==> src/rtl/cfgreg_pkg.sv <==
package cfgreg_pkg;
   localparam int NUM_REGS  = 5;
   localparam int REG_AW    = $clog2(NUM_REGS);
   localparam int IDX_REF   = 0;
   localparam int IDX_SLOPE = 1;
   localparam int IDX_GAIN  = 2;

   typedef enum logic [2:0] {
      PH_IDLE, PH_RX, PH_ACK_OUT, PH_TX, PH_ACK_IN
   } phase_t;

   typedef enum logic [1:0] {
      BK_ADDR, BK_PTR, BK_DATA
   } byte_kind_t;

   // gain code: 0 = x1, 1 = x2, 2 = x4; two raw codes share x2
   function automatic logic [1:0] decode_gain(input logic [1:0] raw);
      case (raw)
         2'b00:   return 2'd0;
         2'b11:   return 2'd2;
         default: return 2'd1;
      endcase
   endfunction
endpackage

==> src/rtl/bus_sampler.sv <==
module bus_sampler #(
   parameter int SYNC_STAGES = 2
) (
   input  logic clk,
   input  logic rst_n,
   input  logic scl_i,
   input  logic sda_i,
   output logic scl_s,
   output logic sda_s,
   output logic scl_rise,
   output logic scl_fall,
   output logic start_p,
   output logic stop_p
);
   logic scl_q, sda_q;

   generate
      if (SYNC_STAGES == 0) begin : g_bypass
         assign scl_s = scl_i;
         assign sda_s = sda_i;
      end else begin : g_sync
         logic [SYNC_STAGES-1:0] scl_chain, sda_chain;
         for (genvar i = 0; i < SYNC_STAGES; i++) begin : g_stage
            always_ff @(posedge clk or negedge rst_n) begin
               if (!rst_n) begin
                  scl_chain[i] <= 1'b1;
                  sda_chain[i] <= 1'b1;
               end else if (i == 0) begin
                  scl_chain[i] <= scl_i;
                  sda_chain[i] <= sda_i;
               end else begin
                  scl_chain[i] <= scl_chain[(i == 0) ? 0 : i-1];
                  sda_chain[i] <= sda_chain[(i == 0) ? 0 : i-1];
               end
            end
         end
         assign scl_s = scl_chain[SYNC_STAGES-1];
         assign sda_s = sda_chain[SYNC_STAGES-1];
      end
   endgenerate

   always_ff @(posedge clk or negedge rst_n) begin
      if (!rst_n) begin
         scl_q <= 1'b1;
         sda_q <= 1'b1;
      end else begin
         scl_q <= scl_s;
         sda_q <= sda_s;
      end
   end

   assign scl_rise = scl_s & ~scl_q;
   assign scl_fall = ~scl_s & scl_q;
   assign start_p  = scl_s & scl_q & sda_q & ~sda_s;
   assign stop_p   = scl_s & scl_q & ~sda_q & sda_s;
endmodule

==> src/rtl/cfg_reg_bank.sv <==
module cfg_reg_bank
   import cfgreg_pkg::*;
(
   input  logic              clk,
   input  logic              rst_n,
   input  logic              wr_en,
   input  logic [REG_AW-1:0] wr_addr,
   input  logic [7:0]        wr_data,
   input  logic [7:0]        rd_ptr,
   output logic [7:0]        rd_data,
   output logic [7:0]        ref_code,
   output logic [7:0]        slope_code,
   output logic [1:0]        gain_sel
);
   logic [7:0] regs [NUM_REGS];

   always_ff @(posedge clk or negedge rst_n) begin
      if (!rst_n) begin
         for (int i = 0; i < NUM_REGS; i++) regs[i] <= 8'h00;
      end else if (wr_en) begin
         regs[wr_addr] <= wr_data;
      end
   end

   always_comb begin
      rd_data = 8'hFF;
      for (int i = 0; i < NUM_REGS; i++)
         if (rd_ptr == 8'(i)) rd_data = regs[i];
   end

   assign ref_code   = regs[IDX_REF];
   assign slope_code = regs[IDX_SLOPE];
   assign gain_sel   = decode_gain(regs[IDX_GAIN][1:0]);

   // a write lands at its address one cycle later
   assert_write_lands_R1: assert property (@(posedge clk) disable iff (!rst_n)
      wr_en |=> regs[$past(wr_addr)] == $past(wr_data));
endmodule

==> src/rtl/busy_timer.sv <==
module busy_timer #(
   parameter int BUSY_CYCLES = 1000
) (
   input  logic clk,
   input  logic rst_n,
   input  logic commit,
   output logic busy
);
   localparam int CW = $clog2(BUSY_CYCLES + 1);
   logic [CW-1:0] remain;

   generate
      if (BUSY_CYCLES < 1) begin : g_bad_cfg
         $error("busy_timer: BUSY_CYCLES must be at least 1");
      end
   endgenerate

   always_ff @(posedge clk or negedge rst_n) begin
      if (!rst_n)               remain <= '0;
      else if (commit)          remain <= CW'(BUSY_CYCLES);
      else if (remain != '0)    remain <= remain - 1'b1;
   end

   assign busy = (remain != '0);

   // the counter never runs past its load value
   assert_no_overflow_R8: assert property (@(posedge clk) disable iff (!rst_n)
      remain <= CW'(BUSY_CYCLES));
endmodule

==> src/rtl/bus_target_ctrl.sv <==
module bus_target_ctrl
   import cfgreg_pkg::*;
#(
   parameter logic [3:0] ADDR_PREFIX = 4'b1010
) (
   input  logic              clk,
   input  logic              rst_n,
   input  logic              scl_s,
   input  logic              sda_s,
   input  logic              scl_rise,
   input  logic              scl_fall,
   input  logic              start_p,
   input  logic              stop_p,
   input  logic [2:0]        strap_i,
   input  logic              busy,
   input  logic [7:0]        rd_data,
   output logic [7:0]        rd_ptr,
   output logic              wr_en,
   output logic [REG_AW-1:0] wr_addr,
   output logic [7:0]        wr_data,
   output logic              commit,
   output logic              sda_oe
);
   phase_t     phase;
   byte_kind_t kind;
   logic [3:0] bit_cnt;
   logic [7:0] shreg, tx, ptr;
   logic       rw, wrote, ctrl_nack, oe_q;

   logic addr_hit, ptr_ok, data_ok, byte_end, ptr_valid;
   assign addr_hit  = (shreg[7:1] == {ADDR_PREFIX, strap_i});
   assign ptr_ok    = (shreg < 8'(NUM_REGS));
   assign ptr_valid = (ptr < 8'(NUM_REGS));
   assign data_ok   = ptr_valid;
   assign byte_end  = (phase == PH_RX) && scl_fall && (bit_cnt == 4'd8);

   assign wr_en   = byte_end && (kind == BK_DATA) && data_ok && !start_p && !stop_p;
   assign wr_addr = ptr[REG_AW-1:0];
   assign wr_data = shreg;
   assign rd_ptr  = ptr;
   assign commit  = stop_p && wrote;
   assign sda_oe  = oe_q;

   always_ff @(posedge clk or negedge rst_n) begin
      if (!rst_n) begin
         phase     <= PH_IDLE;
         kind      <= BK_ADDR;
         bit_cnt   <= '0;
         shreg     <= '0;
         tx        <= '0;
         ptr       <= '0;
         rw        <= 1'b0;
         wrote     <= 1'b0;
         ctrl_nack <= 1'b0;
         oe_q      <= 1'b0;
      end else if (start_p && !busy) begin
         phase   <= PH_RX;
         kind    <= BK_ADDR;
         bit_cnt <= '0;
         oe_q    <= 1'b0;
      end else if (stop_p) begin
         phase <= PH_IDLE;
         oe_q  <= 1'b0;
         wrote <= 1'b0;
      end else begin
         case (phase)
            PH_RX: begin
               if (scl_rise && bit_cnt < 4'd8) begin
                  shreg   <= {shreg[6:0], sda_s};
                  bit_cnt <= bit_cnt + 4'd1;
               end else if (byte_end) begin
                  case (kind)
                     BK_ADDR: begin
                        if (addr_hit) begin
                           rw    <= shreg[0];
                           oe_q  <= 1'b1;
                           phase <= PH_ACK_OUT;
                        end else begin
                           phase <= PH_IDLE;
                        end
                     end
                     BK_PTR: begin
                        ptr   <= shreg;
                        oe_q  <= ptr_ok;
                        phase <= PH_ACK_OUT;
                     end
                     default: begin
                        oe_q <= data_ok;
                        if (data_ok) begin
                           ptr   <= ptr + 8'd1;
                           wrote <= 1'b1;
                        end
                        phase <= PH_ACK_OUT;
                     end
                  endcase
               end
            end
            PH_ACK_OUT: begin
               if (scl_fall) begin
                  bit_cnt <= '0;
                  if (kind == BK_ADDR && rw) begin
                     tx    <= rd_data;
                     oe_q  <= ~rd_data[7];
                     if (ptr_valid) ptr <= ptr + 8'd1;
                     phase <= PH_TX;
                  end else begin
                     oe_q  <= 1'b0;
                     kind  <= (kind == BK_ADDR) ? BK_PTR : BK_DATA;
                     phase <= PH_RX;
                  end
               end
            end
            PH_TX: begin
               if (scl_fall) begin
                  if (bit_cnt == 4'd7) begin
                     oe_q  <= 1'b0;
                     phase <= PH_ACK_IN;
                  end else begin
                     tx      <= {tx[6:0], 1'b1};
                     oe_q    <= ~tx[6];
                     bit_cnt <= bit_cnt + 4'd1;
                  end
               end
            end
            PH_ACK_IN: begin
               if (scl_rise) begin
                  ctrl_nack <= sda_s;
               end else if (scl_fall) begin
                  if (!ctrl_nack) begin
                     bit_cnt <= '0;
                     tx      <= rd_data;
                     oe_q    <= ~rd_data[7];
                     if (ptr_valid) ptr <= ptr + 8'd1;
                     phase   <= PH_TX;
                  end else begin
                     oe_q  <= 1'b0;
                     phase <= PH_IDLE;
                  end
               end
            end
            default: oe_q <= 1'b0;
         endcase
      end
   end

   // a STOP closing a transfer that stored data starts the busy interval
   assert_busy_on_commit_R8: assert property (@(posedge clk) disable iff (!rst_n)
      (stop_p && wrote) |=> busy);
   // a START during the busy interval leaves the controller idle
   assert_start_ignored_R9: assert property (@(posedge clk) disable iff (!rst_n)
      (start_p && busy && phase == PH_IDLE) |=> phase == PH_IDLE);
   // when idle the data line is released
   assert_idle_released_R10: assert property (@(posedge clk) disable iff (!rst_n)
      (phase == PH_IDLE) |-> !oe_q);
   // pulling SDA low starts only while SCL is low
   assert_oe_rise_scl_low_R11: assert property (@(posedge clk) disable iff (!rst_n)
      $rose(oe_q) |-> !scl_s);
endmodule

==> src/rtl/cfgreg_i2c_target.sv <==
module cfgreg_i2c_target
   import cfgreg_pkg::*;
#(
   parameter logic [3:0] ADDR_PREFIX = 4'b1010,
   parameter int          SYNC_STAGES = 2,
   parameter int          BUSY_CYCLES = 1000
) (
   input  logic       clk,
   input  logic       rst_n,
   input  logic       scl_i,
   input  logic       sda_i,
   output logic       sda_oe,
   input  logic [2:0] strap_i,
   output logic [7:0] ref_code,
   output logic [7:0] slope_code,
   output logic [1:0] gain_sel,
   output logic       busy
);
   generate
      if (SYNC_STAGES < 0 || SYNC_STAGES > 4) begin : g_bad_sync
         $error("cfgreg_i2c_target: SYNC_STAGES must be 0 to 4");
      end
   endgenerate

   logic scl_s, sda_s, scl_rise, scl_fall, start_p, stop_p;
   logic wr_en, commit;
   logic [REG_AW-1:0] wr_addr;
   logic [7:0] wr_data, rd_data, rd_ptr;

   bus_sampler #(.SYNC_STAGES(SYNC_STAGES)) u_sampler (
      .clk(clk), .rst_n(rst_n), .scl_i(scl_i), .sda_i(sda_i),
      .scl_s(scl_s), .sda_s(sda_s), .scl_rise(scl_rise), .scl_fall(scl_fall),
      .start_p(start_p), .stop_p(stop_p));

   bus_target_ctrl #(.ADDR_PREFIX(ADDR_PREFIX)) u_ctrl (
      .clk(clk), .rst_n(rst_n), .scl_s(scl_s), .sda_s(sda_s),
      .scl_rise(scl_rise), .scl_fall(scl_fall), .start_p(start_p), .stop_p(stop_p),
      .strap_i(strap_i), .busy(busy), .rd_data(rd_data), .rd_ptr(rd_ptr),
      .wr_en(wr_en), .wr_addr(wr_addr), .wr_data(wr_data), .commit(commit),
      .sda_oe(sda_oe));

   cfg_reg_bank u_bank (
      .clk(clk), .rst_n(rst_n), .wr_en(wr_en), .wr_addr(wr_addr), .wr_data(wr_data),
      .rd_ptr(rd_ptr), .rd_data(rd_data), .ref_code(ref_code),
      .slope_code(slope_code), .gain_sel(gain_sel));

   busy_timer #(.BUSY_CYCLES(BUSY_CYCLES)) u_timer (
      .clk(clk), .rst_n(rst_n), .commit(commit), .busy(busy));
endmodule

==> config.mk <==
export PLATFORM = sky130hd
export DESIGN_NAME = cfgreg_i2c_target
export DESIGN_NICKNAME = d
export VERILOG_FILES = /design/src/rtl/cfgreg_pkg.sv /design/src/rtl/bus_sampler.sv /design/src/rtl/cfg_reg_bank.sv /design/src/rtl/busy_timer.sv /design/src/rtl/bus_target_ctrl.sv /design/src/rtl/cfgreg_i2c_target.sv
export SDC_FILE = /design/constraint.sdc
export NUM_CORES = 1
export LEC_CHECK = 0
export BUFFER_PORTS_ARGS = -buffer_cell sky130_fd_sc_hd__buf_2
export CAP_MARGIN = 10
export CORE_MARGIN = 2
export CORE_UTILIZATION = 55
export CTS_BUF_LIST = sky130_fd_sc_hd__clkbuf_8
export CTS_CLUSTER_DIAMETER = 60
export CTS_CLUSTER_SIZE = 30
export DETAILED_ROUTE_END_ITERATION = 6
export PLACE_DENSITY_LB_ADDON = 0.2
export SETUP_SLACK_MARGIN = 0.2
export SLEW_MARGIN = 20
export SYNTH_ARGS = -nofsm -noshare
export SYNTH_HDL_FRONTEND = slang
export SYNTH_SLANG_ARGS = --single-unit
==> constraint.sdc <==
create_clock -name clk -period 2.53 [get_ports clk]
set_input_delay 0.3795 -clock clk [delete_from_list [all_inputs] [get_ports clk]]
set_output_delay 0.3795 -clock clk [all_outputs]
set_load 0.05 [all_outputs]
==> metrics.txt <==
placer congestion estimate=approximately 0.9; post-synthesis sequential area ratio=between 40 and 50%; Starting DRT DRC Count=192; Combinational Power Share=31.2%; Peak VDD IR=524 uV; Multi-input gate area=2420 sq um; fraction of layout cells with a size suffix above 1=30.9%; slowest stage delay, CP=0.54 ns; CP Max Fanout=8; initial antenna violation count=0; Area after DPL=5150 sq um; CP Launch Type=flip-flop; DPL Wire Length=7490 microns; CTS root buffer=clkbuf_8; first-pass GRT wire length=17300 microns; largest family of logic cells by synthesized area=simple AND/OR/NAND/NOR gates; TritonCTS clock tree=built; Synth Area in Compound Gates=12.1%; Crit Path Class=flip-flop to flip-flop; Vias/cell=5.92; most frequent cells in the layout=86 x dfrtp_1, 44 x mux2_2, 31 x nand2_1; Worst Path Buf+Inv=1; row cnt=34; Bufs on Longest Clock Path=2; fin area=5430 sq um; commonest non-fill, non-tap cell in the layout=dfrtp_1; leakage=0.00265 uW; Clock power frac=23.9%; Slowest-stage cell, CP=or4_4; die area=9760 sq um; Async SR Flop Fraction=100%; wire length on met1=slightly above 5000 microns; setup ws final=0.207 ns; Remaining Overflow, GRT=0; Seq pwr share=44.8%; crit path cell chain=or4_4 -> or3_4 -> nor4_4 -> buf_4 -> nand3_4 -> mux2_4; vias in the first global route=3404; Worst EP required=2.79 ns; TritonRoute pass-1 iters=4; register bit total from synthesis=just over 90; Worst Tran Pin Value=around 0.55 ns; Worst Setup End Kind=flip-flop; Die Span Y=98.8 microns; FF/Latch Area=2310 sq um; latest clock arrival within the worst-skew pair=roughly 0.37 ns; All-Layer GR Usage=between 20 and 25%; switch share=between 30 and 40%; Clk pin slew, worst setup/hold paths=0.10 ns; level count of the clock H-tree=3; Die Wd=~100 microns; final-stage net count=498; mux contribution to synthesized area=14.3%; unrepaired setup endpoints after global routing=yes; Initial Util=56.7%; post-route ant nets=0; via count=between 3000 and 4000; DR top layer=met4; Simple-Gate Fraction of Synth Area=16.8%; Max Clk Rate=0.430 GHz; status=completed; main flop type after synthesis=dfrtp_1; Synth Area in XOR/XNOR=1.77%; power per cell area=around 720 nW/um^2; IO Port Bufs=26; num ports=27; critical path arrival=about 2.6 ns; diode count=0; R2R Setup Slk=a little over 0.2 ns; Tcrit/Tclk final=91.8%; Tmin final=2.32 ns; setup slack at placement=0.0855 ns; Synthesis Warnings=0; max cap viols=0; post-synthesis adder-cell area fraction=under 10%; Final Hold Viols=0; metal2 WL=4880 microns; met3 wire len=492 microns; Synth Net Count=~480; Overall Power=3930 uW; placeable core area=slightly below 9000 sq um; Switch Pwr=1430 uW; area delta synth->final=9.87%; Filler cells=709; Hold WC Path Type=primary input to flip-flop; Clock Sinks=92; Cell Int Power=roughly 2500 uW; total CTS buffers=9; Final Setup Violations=0; drt wl/cell=17.9 microns; Slew Limit Fails=0; Yosys cell types=62; CP top delay family=simple AND/OR/NAND/NOR gates; final wirelength=10600 microns; EDFF count, synth=0; worst hold slack=0.105 ns; # DRC=0; largest net degree at the start of global routing=54; Syn Std Cell Area=between 4000 and 5000 sq um; Synth Instances=461; mean post-synth cell area=10.7 sq um; Setup Skew=0.0142 ns; Slew HR=between 60% and 70%; Post-Route Setup TNS=0 ns
==> cell families (layout without fill, tap and decap cells) <==
logic type	after synthesis	count (layout)
and+or+nand+nor	146	146
xor gates and xnor gates	10	10
DFF	92	92
buffers and inverters	55	80
muxes	61	61
adders and majority gates	10	10
AOI/OAI and AO/OA	87	87
==> path summary, 6_finish.rpt <==
check | cells after the start | endpoint | startpoint
max in group asynchronous | 3 | u_sampler.sda_s$_DFF_PN1_ | rst_n
min in group asynchronous | 2 | u_ctrl.tx[2]$_DFFE_PN0P_ | rst_n
max reg2reg | 6 | u_bank.slope_code[7]$_DFFE_PN0P_ | u_ctrl.rd_ptr[7]$_DFFE_PN0P_
min reg2reg | 0 | u_sampler.scl_s$_DFF_PN1_ | u_sampler.g_sync.scl_chain[0]$_DFF_PN1_
max | 6 | u_bank.slope_code[7]$_DFFE_PN0P_ | u_ctrl.rd_ptr[7]$_DFFE_PN0P_
min | 1 | u_sampler.g_sync.scl_chain[0]$_DFF_PN1_ | scl_i
==> flip-flops by register name, summed over array words and instances (netlist names), 2 cells and up <==
signal,count
u_ctrl.bit_cnt,4
u_bank.slope_code,8
u_ctrl.kind,2
u_bank.regs,24
u_ctrl.phase,3
u_bank.ref_code,8
u_timer.remain,10
u_ctrl.rd_ptr,8
u_ctrl.tx,7
u_ctrl.wr_data,8
==> synthesized netlist by cell type, types with 3 or more instances <==
library cell   n  area, sq um
mux2_2        53          597
xor2_1         5         43.8
xnor2_1        5         43.8
dfstp_2        6          158
dfrtp_1       86         2150
buf_4         17          128
nand2_1       31          116
nor3_1        15         75.1
a211oi_1       9         67.6
o21ai_0       13         65.1
nand3b_1       5         37.5
nor2b_1       14         87.6
o211ai_1       6         45.0
o31ai_1       10         75.1
a31oi_1        9         56.3
nand3_1        7         35.0
ha_1          10          125
clkbuf_1      15         56.3
buf_1          5         18.8
mux2_4         6         90.1
inv_1         15         56.3
or2_2          4         25.0
a21oi_1       17         85.1
nor3b_1       10         75.1
nor2_1        25         93.8
a31o_2         3         26.3
nor4_1         5         31.3
nand2b_1       8         50.1
==> timing repair <==
item | in CTS | in global routing
pin swaps | 0 | 3
endpoints found under the hold margin | 16 | 0
setup buffers | 0 | 2
setup endpoints to repair | 28 | 46
hold buffers | 1 | 0
gates resized for setup | 1 | 15
==> power by group through the flow <==
stage               registers (uW)  clock network [uW]  logic, uW
floorplan                     1710                   0        855
global placement              1780                   0       1180
detailed placement            1780                   0       1200
CTS                           1750                 964       1200
global route                  1780                1040       1350
finish                        1760                 940       1230
==> area by class of cell <==
cell class	instances	share of cell area [%]
clock buffers	10	2.53
clock inverters	6	0.853
inverters	15	1.04
multi-input cells	314	44.7
flip-flops and latches	92	42.5
well taps	108	2.49
repair buffers	49	5.90
==> per-layer routing <==
layer  track usage, %  up-vias
met4             6.43        0
met5                0        -
met1             32.7     1750
li1                 -     1672
met3             4.18       19
met2             34.5       78
==> stage by stage <==
step / utilization [%] / std cells
after CTS: 61.3 / 592
after floorplan: - / 461
after global routing: 62.3 / 594
after detailed placement: 59.1 / 575
after global placement: 59.1 / 575
final: 62.3 / 594
==> worst reg2reg max path, cell delays in order, from the launching register on <==
cell and delay (ns):
dfrtp_1 0.39, or4_4 0.54, or3_4 0.38, nor4_4 0.23, buf_4 0.20, nand3_4 0.14
mux2_4 0.33
(Power assumes the default switching activity.)
